$ cat src/rtl/tmr_irq_pkg.sv
package tmr_irq_pkg;
    localparam int NUM_TMR  = 2;
    localparam int NUM_KIND = 2;                 // 0 = underflow, 1 = compare
    localparam int NUM_SRC  = NUM_TMR * NUM_KIND;
    localparam int PRIO_W   = 2;
    localparam int DATA_W   = 8;
    localparam int ADDR_W   = 2;

    typedef enum logic [ADDR_W-1:0] {
        SEL_CMP_EN = 2'd0,
        SEL_UF_EN  = 2'd1,
        SEL_FLAGS  = 2'd2,
        SEL_NONE   = 2'd3
    } reg_sel_e;

    typedef struct packed {
        logic [NUM_TMR-1:0] cmp;
        logic [NUM_TMR-1:0] uf;
    } src_vec_t;

    function automatic int src_idx(input int kind, input int tmr);
        return kind * NUM_TMR + tmr;
    endfunction

    function automatic logic level_wins(input logic [PRIO_W-1:0] prio,
                                        input logic [PRIO_W-1:0] lvl);
        return prio > lvl;
    endfunction
endpackage

$ cat src/rtl/tmr_irq_flags.sv
module tmr_irq_flags
    import tmr_irq_pkg::*;
#(
    parameter int N = NUM_SRC
) (
    input  logic         clk,
    input  logic         rst,
    input  logic [N-1:0] set_i,
    input  logic [N-1:0] clr_i,
    output logic [N-1:0] flag_o
);
    logic [N-1:0] flag_q;

    for (genvar i = 0; i < N; i++) begin : g_cell
        always_ff @(posedge clk) begin
            if (rst)
                flag_q[i] <= 1'b0;
            else if (set_i[i])
                flag_q[i] <= 1'b1;      // event wins over clear
            else if (clr_i[i])
                flag_q[i] <= 1'b0;
        end

        assert_set_sticks_R1: assert property (@(posedge clk) disable iff (rst)
            set_i[i] |=> flag_q[i]);
        assert_clear_wins_R2: assert property (@(posedge clk) disable iff (rst)
            (clr_i[i] && !set_i[i]) |=> !flag_q[i]);
        assert_hold_R2: assert property (@(posedge clk) disable iff (rst)
            (flag_q[i] && !clr_i[i]) |=> flag_q[i]);
        assert_race_R3: assert property (@(posedge clk) disable iff (rst)
            (clr_i[i] && set_i[i]) |=> flag_q[i]);
    end

    assign flag_o = flag_q;
endmodule

$ cat src/rtl/tmr_irq_regs.sv
module tmr_irq_regs
    import tmr_irq_pkg::*;
(
    input  logic                clk,
    input  logic                rst,
    input  logic                wr_en_i,
    input  logic [ADDR_W-1:0]   addr_i,
    input  logic [DATA_W-1:0]   wr_data_i,
    input  logic [NUM_SRC-1:0]  flag_i,
    output logic [NUM_SRC-1:0]  en_o,
    output logic [NUM_SRC-1:0]  clr_o,
    output logic [DATA_W-1:0]   rd_data_o
);
    src_vec_t en_q;
    reg_sel_e sel;

    assign sel = reg_sel_e'(addr_i);

    always_ff @(posedge clk) begin
        if (rst) begin
            en_q <= '0;
        end else if (wr_en_i) begin
            if (sel == SEL_CMP_EN) en_q.cmp <= wr_data_i[NUM_TMR-1:0];
            if (sel == SEL_UF_EN)  en_q.uf  <= wr_data_i[NUM_TMR-1:0];
        end
    end

    assign clr_o = (wr_en_i && sel == SEL_FLAGS) ? wr_data_i[NUM_SRC-1:0] : '0;
    assign en_o  = en_q;

    always_comb begin
        rd_data_o = '0;
        case (sel)
            SEL_CMP_EN: rd_data_o[NUM_TMR-1:0] = en_q.cmp;
            SEL_UF_EN:  rd_data_o[NUM_TMR-1:0] = en_q.uf;
            SEL_FLAGS:  rd_data_o[NUM_SRC-1:0] = flag_i;
            default:    rd_data_o = '0;
        endcase
    end

    assert_cmp_en_write_R4: assert property (@(posedge clk) disable iff (rst)
        (wr_en_i && sel == SEL_CMP_EN) |=> en_q.cmp == $past(wr_data_i[NUM_TMR-1:0]));
    assert_uf_en_write_R4: assert property (@(posedge clk) disable iff (rst)
        (wr_en_i && sel == SEL_UF_EN) |=> en_q.uf == $past(wr_data_i[NUM_TMR-1:0]));
    assert_en_hold_R4: assert property (@(posedge clk) disable iff (rst)
        !wr_en_i |=> $stable(en_q));
    assert_reset_R9: assert property (@(posedge clk)
        rst |=> (en_q == '0));
endmodule

$ cat src/rtl/tmr_irq_gate.sv
module tmr_irq_gate
    import tmr_irq_pkg::*;
(
    input  logic                        clk,
    input  logic                        rst,
    input  logic [NUM_SRC-1:0]          flag_i,
    input  logic [NUM_SRC-1:0]          en_i,
    input  logic [NUM_TMR*PRIO_W-1:0]   prio_i,
    input  logic [PRIO_W-1:0]           lvl_i,
    input  logic                        cascade_i,
    output logic [NUM_SRC-1:0]          req_o
);
    for (genvar t = 0; t < NUM_TMR; t++) begin : g_tmr
        logic [PRIO_W-1:0] prio;
        logic              pass;
        logic              muted;

        assign prio  = prio_i[t*PRIO_W +: PRIO_W];
        assign pass  = level_wins(prio, lvl_i);
        // in cascade only the top timer still reports
        assign muted = cascade_i && (t != NUM_TMR - 1);

        for (genvar k = 0; k < NUM_KIND; k++) begin : g_kind
            localparam int S = k * NUM_TMR + t;
            assign req_o[S] = flag_i[S] & en_i[S] & pass & ~muted;

            assert_level_block_R10: assert property (@(posedge clk) disable iff (rst)
                (lvl_i >= prio) |-> !req_o[S]);
            assert_zero_prio_R6: assert property (@(posedge clk) disable iff (rst)
                (prio == '0) |-> !req_o[S]);
            assert_needs_flag_R5: assert property (@(posedge clk) disable iff (rst)
                !flag_i[S] |-> !req_o[S]);
        end
    end
endmodule

$ cat src/rtl/tmr_irq_ctl.sv
module tmr_irq_ctl
    import tmr_irq_pkg::*;
(
    input  logic                        clk,
    input  logic                        rst,
    input  logic                        wr_en_i,
    input  logic [ADDR_W-1:0]           addr_i,
    input  logic [DATA_W-1:0]           wr_data_i,
    output logic [DATA_W-1:0]           rd_data_o,
    input  logic                        cascade_i,
    input  logic [NUM_TMR-1:0]          tmr_uf_evt_i,
    input  logic [NUM_TMR-1:0]          tmr_cmp_evt_i,
    input  logic                        wide_uf_evt_i,
    input  logic                        wide_cmp_evt_i,
    input  logic [NUM_TMR*PRIO_W-1:0]   tmr_prio_i,
    input  logic [PRIO_W-1:0]           cpu_lvl_i,
    output logic [NUM_SRC-1:0]          irq_req_o
);
    src_vec_t            set_vec;
    logic [NUM_SRC-1:0]  flags;
    logic [NUM_SRC-1:0]  en;
    logic [NUM_SRC-1:0]  clr;

    // event routing: cascade steers the chained counter to the top timer
    for (genvar t = 0; t < NUM_TMR; t++) begin : g_route
        if (t == NUM_TMR - 1) begin : g_top
            assign set_vec.uf[t]  = cascade_i ? wide_uf_evt_i  : tmr_uf_evt_i[t];
            assign set_vec.cmp[t] = cascade_i ? wide_cmp_evt_i : tmr_cmp_evt_i[t];
        end else begin : g_low
            assign set_vec.uf[t]  = ~cascade_i & tmr_uf_evt_i[t];
            assign set_vec.cmp[t] = ~cascade_i & tmr_cmp_evt_i[t];
        end
    end

    tmr_irq_regs u_regs (
        .clk       (clk),
        .rst       (rst),
        .wr_en_i   (wr_en_i),
        .addr_i    (addr_i),
        .wr_data_i (wr_data_i),
        .flag_i    (flags),
        .en_o      (en),
        .clr_o     (clr),
        .rd_data_o (rd_data_o)
    );

    tmr_irq_flags #(.N(NUM_SRC)) u_flags (
        .clk    (clk),
        .rst    (rst),
        .set_i  (set_vec),
        .clr_i  (clr),
        .flag_o (flags)
    );

    tmr_irq_gate u_gate (
        .clk       (clk),
        .rst       (rst),
        .flag_i    (flags),
        .en_i      (en),
        .prio_i    (tmr_prio_i),
        .lvl_i     (cpu_lvl_i),
        .cascade_i (cascade_i),
        .req_o     (irq_req_o)
    );

    assert_t0_quiet_R7: assert property (@(posedge clk) disable iff (rst)
        (cascade_i && !flags[src_idx(0, 0)] && !flags[src_idx(1, 0)])
            |=> (!flags[src_idx(0, 0)] && !flags[src_idx(1, 0)]));
    assert_t0_no_req_R7: assert property (@(posedge clk) disable iff (rst)
        cascade_i |-> (!irq_req_o[src_idx(0, 0)] && !irq_req_o[src_idx(1, 0)]));
    assert_wide_uf_R8: assert property (@(posedge clk) disable iff (rst)
        (cascade_i && wide_uf_evt_i) |=> flags[src_idx(0, NUM_TMR-1)]);
    assert_wide_cmp_R8: assert property (@(posedge clk) disable iff (rst)
        (cascade_i && wide_cmp_evt_i) |=> flags[src_idx(1, NUM_TMR-1)]);
    assert_flags_reset_R9: assert property (@(posedge clk)
        rst |=> (flags == '0));
endmodule

$ cat config.mk
export PLATFORM = sky130hd
export DESIGN_NAME = tmr_irq_ctl
export DESIGN_NICKNAME = d
export VERILOG_FILES = /design/src/rtl/tmr_irq_pkg.sv /design/src/rtl/tmr_irq_flags.sv /design/src/rtl/tmr_irq_regs.sv /design/src/rtl/tmr_irq_gate.sv /design/src/rtl/tmr_irq_ctl.sv
export SDC_FILE = /design/constraint.sdc
export NUM_CORES = 1
export LEC_CHECK = 0
export BUFFER_PORTS_ARGS = -buffer_cell sky130_fd_sc_hd__buf_2
export CORE_MARGIN = 1.5
export CORE_UTILIZATION = 42
export DETAILED_ROUTE_END_ITERATION = 16
export PLACE_DENSITY = 0.86
export SLEW_MARGIN = 20
export SYNTH_ARGS = -nofsm -noshare
export SYNTH_HDL_FRONTEND = slang
export SYNTH_SLANG_ARGS = --single-unit
$ cat constraint.sdc
create_clock -name clk -period 1.9 [get_ports clk]
set_input_delay 0 -clock clk [delete_from_list [all_inputs] [get_ports clk]]
set_output_delay 0 -clock clk [all_outputs]
set_load 0.05 [all_outputs]
# Word-level counts from Yosys, hierarchy flattened
# Cells that the tools add are included.
# totals
inputBits,26
out_inout_bits,12
word_cells,44
reg_bits,8
# classes
n_bitwise,13
n_lt_le_gt_ge,2
reduce_logical,8
n_eq_ne,2
mux,13
# op_table
cell,count
AND 1 bit,12
two-way mux 1 bit,10
nonzero test 2 bit,4
one-hot mux 2 bit (3 select lines),1
greater-than comparator 2 bit,2
two-way mux 4 bit,1
AND reduction 2 bit,2
"== test 2 x 1 -> 1 bit, second input constant",1
"== test 2 bit, second input constant",1
logical NOT 2 bit,1
two-way mux 2 bit,1
logical AND 1 bit,1
NOT 1 bit,1

# Logic depth before layout (Yosys ltp)
# logic_depth
word_depth,5
ltp_mapped,5
mapped_depth_nobuf,5

# Modules after synthesis
# From an unflattened synthesis, not the netlist that was laid out.
# hier_totals
cells_unflattened,73
area_unflattened_um2,618.1
# modules_own_cells
module,cells_each,instances,area_each_um2,seq_area_each_um2
tmr_irq_regs,33,1,301.5,80.1
tmr_irq_flags,16,1,140.1,80.1
tmr_irq_gate,20,1,136.4,0.0
tmr_irq_ctl,4,1,40.0,0.0

# Worst setup path after synthesis
# OpenSTA, ideal clock, no wires.
# synth_timing
path_type,reg-to-output
startpoint,register u_regs.en_q (netlist bit u_regs.en_o[2])
endpoint,output rd_data_o[0]
t_required_ps,1900
setup_slack_ps,426
stages_incl_launch_ff,3
arrival_ps,1474
path_buffers,0
path_cell_list,dfxtp_1 > mux2i_1 > o21ai_0
# synth_via
elab_chain_cells,1
# synth_lines
item,line,rtl
"start, declared",tmr_irq_regs.sv:14,src_vec_t en_q;
one-hot mux 2 bit (3 select lines),tmr_irq_regs.sv:33,case (sel)
"end, declared",tmr_irq_ctl.sv:9,"output logic [DATA_W-1:0] rd_data_o,"
# No other way between the ends.

# Final worst setup path
# layout_timing
startpoint,register u_flags.flag_q[0] (netlist: u_flags.flag_o[0])
endpoint,output rd_data_o[0]
# layout_via
elab_chain_cells,1
# layout_lines
item,line,rtl
"start, declared",tmr_irq_flags.sv:12,logic [N-1:0] flag_q;
"start signal, assigned by index",tmr_irq_flags.sv:17,flag_q[i] <= 1'b0;
"start signal, assigned by index",tmr_irq_flags.sv:19,flag_q[i] <= 1'b1;
"start signal, assigned by index",tmr_irq_flags.sv:21,flag_q[i] <= 1'b0;
one-hot mux 2 bit (3 select lines),tmr_irq_regs.sv:33,
# No other way between the ends.

==> flow_summary_export.csv <==
group,metric,value,unit
status,run_status,"finished, final reports clean",
power,fin_total_pwr,0.424,mW
route,via_count,562,
clocking,cts.root.buffer_cell,"sky130_fd_sc_hd__clkbuf_4",
timing,final.setup.worst_slack,0.806,ns
route,first_pass_iters,4,
setup_path,start_kind,"flop",
final_layout,most_common_cell_after_layout_fill_and_taps_aside,"sky130_fd_sc_hd__buf_2",
yosys,synth_enable_flop_cells,0,
setup_path,slowest_stage_delay_on_critical_path,0.36,ns
global_route,first_global_vias,479,
final_layout,fillCellCount,97,
floorplan,die_width,39.1,µm
final_layout,layout.cells.most_common_list,"sky130_fd_sc_hd__buf_2, sky130_fd_sc_hd__nand2_1, sky130_fd_sc_hd__nor2_1",
yosys,avgSynthCellArea,7.51,µm²
yosys,synthXorXnorAreaFrac,0,
job,max_cap_violation_count,0,
setup_path,worst_path_max_delay_cell,"sky130_fd_sc_hd__dfxtp_1",
final_layout,flow.area_growth_from_synthesis,29.7,%
clocking,ctsHtreeMaxLevel,1,
timing,max_freq,0.914,GHz
yosys,synth_fa_ha_area_frac,0.0913,
yosys,postSynthRegisterBits,8,
yosys,synth_compound_gate_area_share,0.119,
yosys,mux_cell_area_share_after_synthesis,0.146,
floorplan,die_height,39.1,µm
timing,rsz0062_at_grt,"false",
global_route,largest_net_degree_at_the_start_of_global_routing,9,
global_route,number_of_antenna_violations_at_the_first_check_in_global_routing,0,
yosys,synth_cell_types,15,
final_layout,post_layout_nonfiller_instances,117,
setup_path,timing.critical_path.buf_inv,1,
clocking,path_clk_slew,0.05,ns
setup_path,worst_ep_required_time,1.90,ns
global_route,gr-total-overflow,0,
setup_path,arrival,1.09,ns
hold_path,min-delay-path-class,"primary input to flop",
yosys,synth-seq-area-share,0.292,
floorplan,floorplan.io_pins,38,
yosys,netlist_instances,73,
yosys,synth_warnings,0,
setup_path,worst-path-max-fanout,3,
power,vdd_drop_max,0.000419,V
clocking,clkLatencyLatePin,0.25,ns
floorplan,floorplan.core_area,1160,µm²
route,first_iter_violations,15,
placement,preCtsSetupSlack,0.869,ns
clocking,cts_buffers,3,
final_layout,finalNetCount,135,
clocking,cts_setup_buffers,0,
final_layout,layout.cell_area.non_filler,711,µm²
placement,dp.final_hpwl,992,µm
timing,fin_crit,1.09,ns
timing,final-setup-viol-count,0,
floorplan,placementRows,12,
setup_path,worstPathCellList,"mux2i_1 -> o21ai_0 -> buf_2",
final_layout,n_antenna_cell,0,
final_layout,layout.area.seq,160,µm²
route,detail_route.drc_violations,0,
timing,timing.clock.skew,0,ns
clocking,cts.path.max_buffers,2,
final_layout,multi_input_area,347,µm²
power,power_density,596,nW/µm²
yosys,mappedNetlistArea,548,µm²
clocking,cts_hold_buffers,0,
timing,hold_viol,0,
timing,fin_tns_setup,0,ns
route,post_dr_vias_cell,4.80,
timing,min_period_over_period,0.576,
placement,place.gp.congestion,0.769,
clocking,tritoncts,"done",
setup_path,worst_setup_end_kind,"primary output",
clocking,cts.sinks,8,
final_layout,final_layout_size_suffix_gt1_frac,0.320,
global_route,wire_length_of_the_first_global_routing_pass,1840,µm
floorplan,initial_utilization,0.474,
placement,port_buffers,29,
setup_path,critPathTopFamily,"flip-flops",
yosys,synthSimpleGateAreaFrac,0.249,
floorplan,fp.dieArea,1530,µm²
placement,total_placed_instance_area,688,µm²
route,antenna_left,0,
power,power.static_leakage,0.380,nW
timing,maxSlewViolCount,0,
yosys,ys_flop_type,"sky130_fd_sc_hd__dfxtp_1",
yosys,synth_top_family_by_area,"simple AND/OR/NAND/NOR gates",
global_route,grt_util_all_layers,0.187,
clocking,post_cts_resize_count,0,
route,routed_wl,1200,µm
yosys,synth-async-reset-ratio,0,
setup_path,critPathKind,"flop to primary output",
placement,placed_cells,114,
route,wl_per_cell,10.3,µm
[sequential cells by signal (all words and copies together) (netlist names)]
name            count
u_regs.en_o         4
u_flags.flag_o      4
[worst min-delay path: cells and delay by family]
family                 cells  cell delay (ns)
AND/OR/NAND/NOR            1             0.06
buffers and inverters      1             0.10
AO/OA/AOI/OAI              1             0.06
[kinds of logic (layout without fill, tap and decap cells)]
| group | count (synthesis) | after routing |
|---|---|---|
| adders and majority gates | 4 | 4 |
| and+or+nand+nor | 29 | 29 |
| other | 1 | 4 |
| DFF | 8 | 8 |
| muxes | 8 | 8 |
| AOI/OAI and AO/OA | 13 | 13 |
| buffers and inverters | 10 | 37 |
[synth_stat cells, drive strengths merged, types with 3 or more instances]
cell    instances  area [µm²]
dfxtp           8         160
o21ai           8        40.0
inv             5        18.8
mux2i           8        80.1
ha              4        50.1
buf             5        33.8
nand2b          3        18.8
nand2          11        41.3
a21oi           5        25.0
nor2b           3        18.8
nor2           10        37.5
[final timing paths]
| kind | start | slack, ns | cells after the start | end |
|---|---|---|---|---|
| hold reg to reg | u_flags.flag_o[2]$_SDFFE_PP0P_ | 0.50 | 2 | u_flags.flag_o[2]$_SDFFE_PP0P_ |
| hold / removal | tmr_cmp_evt_i[0] | 0.008 | 3 | u_flags.flag_o[2]$_SDFFE_PP0P_ |
| setup / recovery | u_flags.flag_o[0]$_SDFFE_PP0P_ | 0.81 | 3 | rd_data_o[0] |
| setup reg to reg | u_flags.flag_o[0]$_SDFFE_PP0P_ | 1.22 | 2 | u_flags.flag_o[0]$_SDFFE_PP0P_ |
[report_power, final]
part / total, mW / switching, mW / internal, mW / leakage, nW
clock: 0.125 / 0.0531 / 0.0720 / 0.0138
sequential: 0.185 / 0.00718 / 0.178 / 0.0659
combinational: 0.114 / 0.0715 / 0.0425 / 0.300
total: 0.424 / 0.132 / 0.292 / 0.380
[through the flow]
step	util	hold slack, ns
4_1_cts	0.615	0.00486
3_3_place_gp	0.595	0.257
6_report	0.615	0.00816
3_5_place_dp	0.595	0.272
5_1_grt	0.615	0.0158
2_1_floorplan	-	0.144
[layout make-up]
cell class	count	share of cell area
multi-input cells	58	0.488
clock buffers	3	0.0317
repair buffers	29	0.204
inverters	5	0.0264
flip-flops and latches	8	0.225
well taps	14	0.0246
[metal layers]
metal	vias to the layer above	global-route usage	wire length (µm)
li1	291	-	-
met1	240	0.195	522
met2	29	0.325	559
met3	2	0.0405	108
met4	0	0.129	10
met5	-	0	0
No activity file was read; power rests on OpenSTA's default activity.
